--- src/rtl/bcdx3_pkg.sv ---
package bcdx3_pkg;

  localparam int DIGIT_W = 4;
  localparam int POS_W   = $clog2(DIGIT_W);

  typedef struct packed {
    logic p1;
    logic p2;
  } phase_t;

  localparam phase_t PHASE_START = '{p1: 1'b0, p2: 1'b0};

  // ring step: 00 -> 10 -> 11 -> 01 -> 00
  function automatic phase_t phase_step(phase_t cur);
    phase_t nxt;
    nxt.p1 = ~cur.p2;
    nxt.p2 = cur.p1;
    return nxt;
  endfunction

  // bit position carried by a ring state
  function automatic logic [POS_W-1:0] phase_index(phase_t cur);
    logic [POS_W-1:0] idx;
    unique case ({cur.p1, cur.p2})
      2'b00:   idx = 2'd0;
      2'b10:   idx = 2'd1;
      2'b11:   idx = 2'd2;
      default: idx = 2'd3;
    endcase
    return idx;
  endfunction

  // next value of the carry-state bit
  function automatic logic carry_step(logic x, phase_t cur, logic c);
    return (cur.p1 & cur.p2 & c)
         | (~x & cur.p1 & ~c)
         | (x & ~cur.p1 & ~cur.p2);
  endfunction

  // serial code bit produced for one input bit
  function automatic logic code_bit(logic x, logic c);
    return ~(x ^ c);
  endfunction

endpackage

--- src/rtl/bcdx3_phase.sv ---
module bcdx3_phase
  import bcdx3_pkg::*;
(
  input  logic             clk,
  input  logic             rst,
  input  logic             adv,
  output phase_t           phase,
  output logic [POS_W-1:0] pos,
  output logic             last_bit
);

  phase_t phase_q;

  always_ff @(posedge clk) begin
    if (rst) begin
      phase_q <= PHASE_START;
    end else if (adv) begin
      phase_q <= phase_step(phase_q);
    end
  end

  assign phase    = phase_q;
  assign pos      = phase_index(phase_q);
  assign last_bit = adv && (pos == POS_W'(DIGIT_W - 1));

  // reset returns the ring to the bit-0 state
  assert_phase_reset_R1: assert property (@(posedge clk)
    rst |=> (pos == '0));

  // one position forward per qualified bit
  assert_phase_order_R4: assert property (@(posedge clk) disable iff (rst)
    adv |=> (pos == POS_W'($past(pos) + 1'b1)));

  // ring frozen while not qualified
  assert_phase_hold_R6: assert property (@(posedge clk) disable iff (rst)
    !adv |=> $stable(phase_q));

endmodule

--- src/rtl/bcdx3_carry.sv ---
module bcdx3_carry
  import bcdx3_pkg::*;
(
  input  logic   clk,
  input  logic   rst,
  input  logic   adv,
  input  logic   x,
  input  phase_t phase,
  output logic   c
);

  logic             c_q;
  logic [POS_W-1:0] pos_here;

  always_ff @(posedge clk) begin
    if (rst) begin
      c_q <= 1'b0;
    end else if (adv) begin
      c_q <= carry_step(x, phase, c_q);
    end
  end

  assign c        = c_q;
  assign pos_here = phase_index(phase);

  // after bit 0 the carry state holds that input bit
  assert_carry_load_R5: assert property (@(posedge clk) disable iff (rst)
    (adv && pos_here == '0) |=> (c_q == $past(x)));

  // digit end clears the carry state
  assert_carry_clear_R8: assert property (@(posedge clk) disable iff (rst)
    (adv && pos_here == POS_W'(DIGIT_W - 1)) |=> !c_q);

  // carry state frozen while not qualified
  assert_carry_hold_R6: assert property (@(posedge clk) disable iff (rst)
    !adv |=> $stable(c_q));

endmodule

--- src/rtl/bcdx3_emit.sv ---
module bcdx3_emit
  import bcdx3_pkg::*;
(
  input  logic x,
  input  logic vld,
  input  logic c,
  output logic y
);

  always_comb begin
    y = 1'b0;
    if (vld) begin
      y = code_bit(x, c);
    end
  end

endmodule

--- src/rtl/bcdx3_serial.sv ---
module bcdx3_serial
  import bcdx3_pkg::*;
(
  input  logic clk,
  input  logic rst,
  input  logic bit_in,
  input  logic bit_vld,
  output logic bit_out
);

  phase_t           phase;
  logic [POS_W-1:0] pos;
  logic             last_bit;
  logic             carry_st;

  bcdx3_phase u_phase (
    .clk      (clk),
    .rst      (rst),
    .adv      (bit_vld),
    .phase    (phase),
    .pos      (pos),
    .last_bit (last_bit)
  );

  bcdx3_carry u_carry (
    .clk   (clk),
    .rst   (rst),
    .adv   (bit_vld),
    .x     (bit_in),
    .phase (phase),
    .c     (carry_st)
  );

  bcdx3_emit u_emit (
    .x   (bit_in),
    .vld (bit_vld),
    .c   (carry_st),
    .y   (bit_out)
  );

  // idle cycles drive a low output
  assert_idle_low_R2: assert property (@(posedge clk) disable iff (rst)
    !bit_vld |-> !bit_out);

  // bit 0 of a digit comes out inverted
  assert_first_bit_R3: assert property (@(posedge clk) disable iff (rst)
    (bit_vld && pos == '0) |-> (bit_out == !bit_in));

  // the cycle after a digit's last bit starts a fresh digit
  assert_digit_wrap_R8: assert property (@(posedge clk) disable iff (rst)
    last_bit |=> (pos == '0 && !carry_st));

endmodule

--- config.mk ---
export PLATFORM = sky130hd
export DESIGN_NAME = bcdx3_serial
export DESIGN_NICKNAME = d
export VERILOG_FILES = /design/src/rtl/bcdx3_pkg.sv /design/src/rtl/bcdx3_phase.sv /design/src/rtl/bcdx3_carry.sv /design/src/rtl/bcdx3_emit.sv /design/src/rtl/bcdx3_serial.sv
export SDC_FILE = /design/constraint.sdc
export NUM_CORES = 1
export LEC_CHECK = 0
export BUFFER_PORTS_ARGS = -buffer_cell sky130_fd_sc_hd__buf_2
export CORE_AREA = 5 5 42 44
export DETAILED_ROUTE_END_ITERATION = 16
export DIE_AREA = 0 0 47 49
export GPL_ROUTABILITY_DRIVEN = 0
export PLACE_DENSITY = 0.36
export SLEW_MARGIN = 20
export SYNTH_ARGS = -nofsm -noshare
export SYNTH_HDL_FRONTEND = slang
export SYNTH_HIERARCHICAL = 1
export SYNTH_SLANG_ARGS = --single-unit
--- constraint.sdc ---
create_clock -name clk -period 0.9 [get_ports clk]
set_input_delay 0.045 -clock clk [delete_from_list [all_inputs] [get_ports clk]]
set_output_delay 0.045 -clock clk [all_outputs]
set_load 0.005 [all_outputs]
; Yosys cells after proc, flatten, opt, wreduce, memory -nomap -nowiden
; Cells that the tools add are included.
[totals]
ff_bits = 3
inputBits = 4
output_inout_bits = 1
elab_cells = 18
[classes]
n_mux = 1
bitwise = 14
[ops]
columns = operator, n
row1 = bitwise AND 1 bit, 6
row2 = NOT 1 bit, 5
row3 = OR 1 bit, 2
row4 = two-way mux 1 bit, 1
row5 = bitwise XOR 1 bit, 1

; Depth between registers and ports, before layout
; Gate-level depths: netlist of the first run.
[logic_depth]
depth_word = 5
depth_mapped = 3
depth_no_buf = 3

; Hierarchy
; The synthesis of the first run kept the hierarchy.
[by_module_without_submodules]
columns = module, n_inst, cells_each, area_each_um2, seq_area_each_um2
row1 = bcdx3_phase, 1, 14, 140.1, 40.0
row2 = bcdx3_carry, 1, 7, 63.8, 20.0
row3 = bcdx3_emit, 1, 2, 15.0, 0.0

; Worst setup path after synthesis of the first run
; OpenSTA, ideal clock, no wires.
[synth_path]
path_type = reg-to-reg
startpoint = register u_phase.phase_q, in the netlist u_phase/phase[1]
endpoint = register u_carry.c_q, in the netlist u_carry/c
arrival_time_ns = 0.801
t_required_ns = 0.830
slack_ns = 0.030
stages_incl_launch_ff = 4
cell_sequence = dfxtp_1 > nor3b_2 > o21ai_1 > a21oi_1
[synth_via]
elab_chain_cells = 4
[synth_lines]
columns = element, line_no
row1 = start: declaration, bcdx3_phase.sv:12  ; phase_t phase_q;
row2 = start signal: assignment, bcdx3_phase.sv:18  ; phase_q <= phase_step(phase_q);
row3 = "bitwise AND 1 bit, or another cell as far along", bcdx3_pkg.sv:35  ; return (cur.p1 & cur.p2 & c)
row4 = "bitwise AND 1 bit, on equally long branches", "bcdx3_pkg.sv:35, bcdx3_pkg.sv:36, bcdx3_pkg.sv:37"
row5 = OR 1 bit or bitwise AND 1 bit (tied branches), "bcdx3_pkg.sv:36, bcdx3_pkg.sv:37"
row6 = OR 1 bit *, bcdx3_pkg.sv:37  ; | (x & ~cur.p1 & ~cur.p2);
row7 = end signal: assignment, bcdx3_carry.sv:19  ; c_q <= carry_step(x, phase, c_q);
row8 = end: declaration, bcdx3_carry.sv:12  ; logic c_q;
; Mark *: on every way between the ends. The rest lies on a longest branch, timed or not.
; A chain may end at the register's enable or synchronous reset.

; Worst setup path after layout of the first run
[layout_path]
startpoint = register u_carry.c_q, in the netlist u_carry/c
endpoint = output bit_out
[layout_via]
elab_chain_cells = 3
[layout_lines]
columns = element, line_no
row1 = bitwise XOR 1 bit, bcdx3_pkg.sv:42  ; return ~(x ^ c);
row2 = NOT 1 bit, bcdx3_pkg.sv:42
row3 = two-way mux 1 bit, bcdx3_emit.sv:12  ; if (vld) begin
row4 = end: declaration, bcdx3_serial.sv:8  ; output logic bit_out
; Every way passes these cells.

==> impl_metrics.ini, run 1 <==
[power]
seqPwrFrac_pct = 34.7
power_switching_w = 0.0000966
power_w = 0.000442
netSwitchingFraction_pct = 21.8
p_comb_share_pct = 13.2
irDropWorstVdd_mv = 0.809
clkPwrFrac_pct = 52.1
internal_power_w = 0.000346
powerDensity_nw_per_um2 = 1790
p_leak_nw = 0.104

[detailed_routing]
routed_wl_um = 329
routed-via-count = 143
drtIter0Drc = 3
ant_nets = 0
drc = 0
wl_per_cell_um = 7.83
vias_per_cell = 3.40
dr.pass1.iters = 4

[setup_path]
crit_fanout = 2
arrival_ns = 0.90
end_kind = primary output
worstSetupPathType = reg -> out
startpoint_type = flip-flop
r2r-start = u_carry/c
critPathRequiredTime_ns = 0.85
crit_start = u_carry/c

[final_layout]
final_common_cell = buf_2
final_nets = 31
fillCellCount = 171
final_cell_mix = 4 x buf_2, 3 x clkbuf_4, 2 x dfxtp_2
drive_gt1_share_pct = 53.8
fin_cells = 42
diodes = 0
area_growth_pct = 53.5

[clock_network]
clock-sinks = 3
clk_latency_ns = 0.23
cts_root_buf = clkbuf_4
numCtsBuffers = 3
path_clk_slew_ns = 0.04
cts_buffer_depth = 2
cts_tree = yes
cts_max_level = 1

[grt]
track_usage_pct = 3.87
antenna_found_initial = 0
grt_pass1_wl_um = 572
grt_max_degree = 7
met1_usage_pct = 4.15
grtUsageMet2_pct = 4.07
grt_pass1_vias = 133
busiest_layer = met3
gr-total-overflow = 0
grt_use_met3_pct = 5.54

[logic_synthesis]
synth_nets = 20
synth_cells = 16
ys.warnings.count = 6
synth.avg_cell_area_um2 = 10.1
synth.cell_area_um2 = 161

[floorplanning]
dieHeight_um = 49
start_util_pct = 11.5
die_w_um = 47
core_um2 = 1400
rows = 14
dieArea_um2 = 2300
top_level_ports = 5

[place]
portBuffers = 4
placedCellCount = 36
place_ws_ns = 0.00299

[timing]
rsz0062_at_grt = yes
slew_violations = 0
fin_crit_ns = 0.948
timing.hold.ws_ns = 0.132
period_share_pct = 105
setup_ws_ns = -0.0482
slew_headroom_pct = 89.2
clock_skew_ns = 0.00398
setup_viol = 1
hold_viol_final = 0
worst_pin_slew_ns = 0.162
fmax_mhz = 1050

[outcome]
violations = negative setup slack
status = complete, but fails checks

[worst_hold_path]
min_path_type = in -> reg
min_from = bit_vld

[job]
max_cap_viol_count = 0
==> state kept, by name, summed over array words and instances, names as in the netlist <==
signal	flops
u_phase/phase	2
u_carry/c	1
==> power by group through the flow <==
stage	Combinational (W)	Clock, W	Sequential (W)
2_1_floorplan	0.0000318	0	0.000153
3_3_place_gp	0.0000484	0	0.000154
3_5_place_dp	0.0000497	0	0.000155
4_1_cts	0.0000585	0.000242	0.000153
5_1_grt	0.0000655	0.000258	0.000155
6_report	0.0000583	0.000230	0.000154
==> per-stage QoR <==
step	area, um2	util (%)	setup TNS [ns]
final	248	17.7	-0.0482
after global routing	248	17.7	-0.173
after CTS	248	17.7	-0.0571
after detailed placement	201	14.4	0
after global placement	201	14.4	0
after floorplan	161	-	0
==> routing by layer <==
metal | up-vias | part of all wire (%)
li1 | 74 | -
met1 | 62 | 44
met2 | 7 | 38
met3 | 0 | 17
met4 | 0 | 0
met5 | - | 0
==> worst paths after layout <==
path / depth (start not counted) / end / slack (ns)
worst min-delay path: 3 / u_phase/phase[1] / 0.13
worst max register to register: 4 / u_carry/c / 0.03
worst max-delay path: 3 / bit_out / -0.05
worst min register to register: 2 / u_phase/phase[1] / 0.49
==> timing repair <==
item,in CTS,in global routing
gates resized for setup,2,0
hold buffers,1,0
endpoints found under the hold margin,2,0
buffers inserted,1,0
setup endpoints to repair,2,2
pin swaps,2,3
==> critical path: stages (launching register included) <==
cell     delay [ns]
dfxtp_2        0.32
xnor2_1        0.11
and2_1         0.13
buf_2          0.12
==> final cells by class <==
class	count	area (um2)	share of cell area [%]
Multi-Input combinational cell	13	101	40.9
Timing Repair Buffer	6	37.5	15.2
Tap cell	16	20.0	8.08
Sequential cell	3	62.6	25.3
Clock buffer	4	26.3	10.6
(Power assumes the default switching activity.)
==> run 2, diff against run 1 <==
--- a/config.mk
+++ b/config.mk
@@ -5,10 +5,11 @@
 export SDC_FILE = /design/constraint.sdc
 export NUM_CORES = 1
 export LEC_CHECK = 0
+export ABC_AREA = 1
 export BUFFER_PORTS_ARGS = -buffer_cell sky130_fd_sc_hd__buf_2
-export CORE_AREA = 5 5 42 44
+export CORE_AREA = 4 4 41 43
 export DETAILED_ROUTE_END_ITERATION = 16
-export DIE_AREA = 0 0 47 49
+export DIE_AREA = 0 0 45 47
 export GPL_ROUTABILITY_DRIVEN = 0
 export PLACE_DENSITY = 0.36
 export SLEW_MARGIN = 20
==> run 2 against run 1 <==
Effect of this change: register-to-register slack improved by 0.10 ns; via count increased by 22%; setup slack improved by 0.032 ns; fmax increased by 3.5%; the run still ends with negative setup slack left; clock skew decreased by 0.0018 ns; synthesized cell count increased by 81%; hold slack got worse by 0.014 ns; clock power about the same; critical path type unchanged; total power increased by 0.54%; critical endpoint unchanged.
==> impl_metrics.ini, run 2 <==
[outcome]
status = complete, but fails checks
violations = negative setup slack

[setup_path]
end_kind = primary output
startpoint_type = flip-flop
arrival_ns = 0.87
critPathRequiredTime_ns = 0.85
crit_fanout = 3
worstSetupPathType = reg -> out

[grt]
antenna_found_initial = 0
grt_max_degree = 8
track_usage_pct = 4.89
gr-total-overflow = 0
grt_pass1_vias = 180
grt_pass1_wl_um = 662

[final_layout]
utilization_pct = 18.7
area_growth_pct = 45.9
final_cell_mix = 12 x nand2_1, 6 x nor2_1, 4 x buf_2
final_nets = 43
fillCellCount = 165
diodes = 0
drive_gt1_share_pct = 31.6
final_common_cell = nand2_1
largest_reg_flops = 2
fin_cells = 53

[power]
clkPwrFrac_pct = 52.3
power_w = 0.000445
netSwitchingFraction_pct = 24.2
seqPwrFrac_pct = 34.9
power_switching_w = 0.000108
irDropWorstVdd_mv = 0.409
p_leak_nw = 0.126
p_comb_share_pct = 12.8
internal_power_w = 0.000337
powerDensity_nw_per_um2 = 1830

[detailed_routing]
ant_nets = 0
drtIter0Drc = 3
dr.pass1.iters = 2
routed-via-count = 174
wl_per_cell_um = 6.38
drc = 0
routed_wl_um = 338
vias_per_cell = 3.28

[clock_network]
numCtsBuffers = 3
cts_root_buf = clkbuf_4
clock-sinks = 3
cts_max_level = 1
path_clk_slew_ns = 0.04
clk_latency_ns = 0.23
cts_tree = yes
cts_buffer_depth = 2

[timing]
period_share_pct = 102
fin_crit_ns = 0.916
slew_violations = 0
fmax_mhz = 1090
timing.hold.ws_ns = 0.118
rsz0062_at_grt = yes
slew_headroom_pct = 87.9
hold_viol_final = 0
setup_ws_ns = -0.0162
clock_skew_ns = 0.00222
worst_pin_slew_ns = 0.182
setup_viol = 1

[place]
portBuffers = 4
placedCellCount = 48
place_ws_ns = 0.128
dp_hpwl_um = 260

[logic_synthesis]
synth_nets = 33
synth.cell_area_um2 = 166
ys.warnings.count = 6
synth.avg_cell_area_um2 = 5.74
synth_cells = 29

[worst_hold_path]
min_path_type = in -> reg

[floorplanning]
top_level_ports = 5
rows = 13
dieArea_um2 = 2120
start_util_pct = 12.8
core_um2 = 1300
die_w_um = 45
dieHeight_um = 47

[job]
max_cap_viol_count = 0
[run 2: layout make-up]
cell class | count | area (um2) | share of cell area [%]
inverter | 5 | 18.8 | 7.73
multi-input combinational | 21 | 87.6 | 36.1
sequential | 3 | 61.3 | 25.3
timing repair buffer | 5 | 30.0 | 12.4
tap | 15 | 18.8 | 7.73
clock buffer | 4 | 26.3 | 10.8
[run 2: metal layers]
layer  track usage, %  share of wire (%)
met5                0                  0
met4             7.02                  0
met3             1.15                 10
met2             6.78                 42
met1             5.22                 48
[run 2: path summary, 6_finish.rpt]
kind	startpoint	to	slack (ns)	cells after the start
worst max register to register	u_phase/phase[1]	u_carry/c	0.13	4
worst min-delay path	bit_vld	u_carry/c	0.12	3
worst max-delay path	u_carry/c	bit_out	-0.02	5
worst min register to register	u_carry/c	u_carry/c	0.48	2
[run 2: worst max-delay path, cell delays in order, from the launching register on]
cell and delay (ns):
dfxtp_2 0.33, inv_2 0.04, nand2_1 0.04, nand2_1 0.04
nor2_1 0.07, buf_2 0.11
[run 2: what timing repair did]
| item | 4_1_cts | 5_1_grt |
|---|---|---|
| setup buffers | 0 | 0 |
| endpoints found under the setup margin | 1 | 1 |
| hold endpoints to repair | 1 | 0 |
| hold buffers | 1 | 0 |
| gates resized for setup | 2 | 0 |
[run 2: power groups by stage]
stage          Sequential (W)  Combinational (W)  Clock [W]
6_report             0.000155          0.0000570   0.000233
3_3_place_gp         0.000157          0.0000546          0
5_1_grt              0.000158          0.0000694   0.000260
4_1_cts              0.000155          0.0000579   0.000248
2_1_floorplan        0.000153          0.0000356          0
3_5_place_dp         0.000156          0.0000542          0
[run 2: stage by stage]
step / area [um2] / TNS (ns)
floorplan: 166 / 0
global placement: 205 / 0
detailed placement: 205 / 0
CTS: 243 / -0.0332
global route: 243 / -0.124
finish: 243 / -0.0162
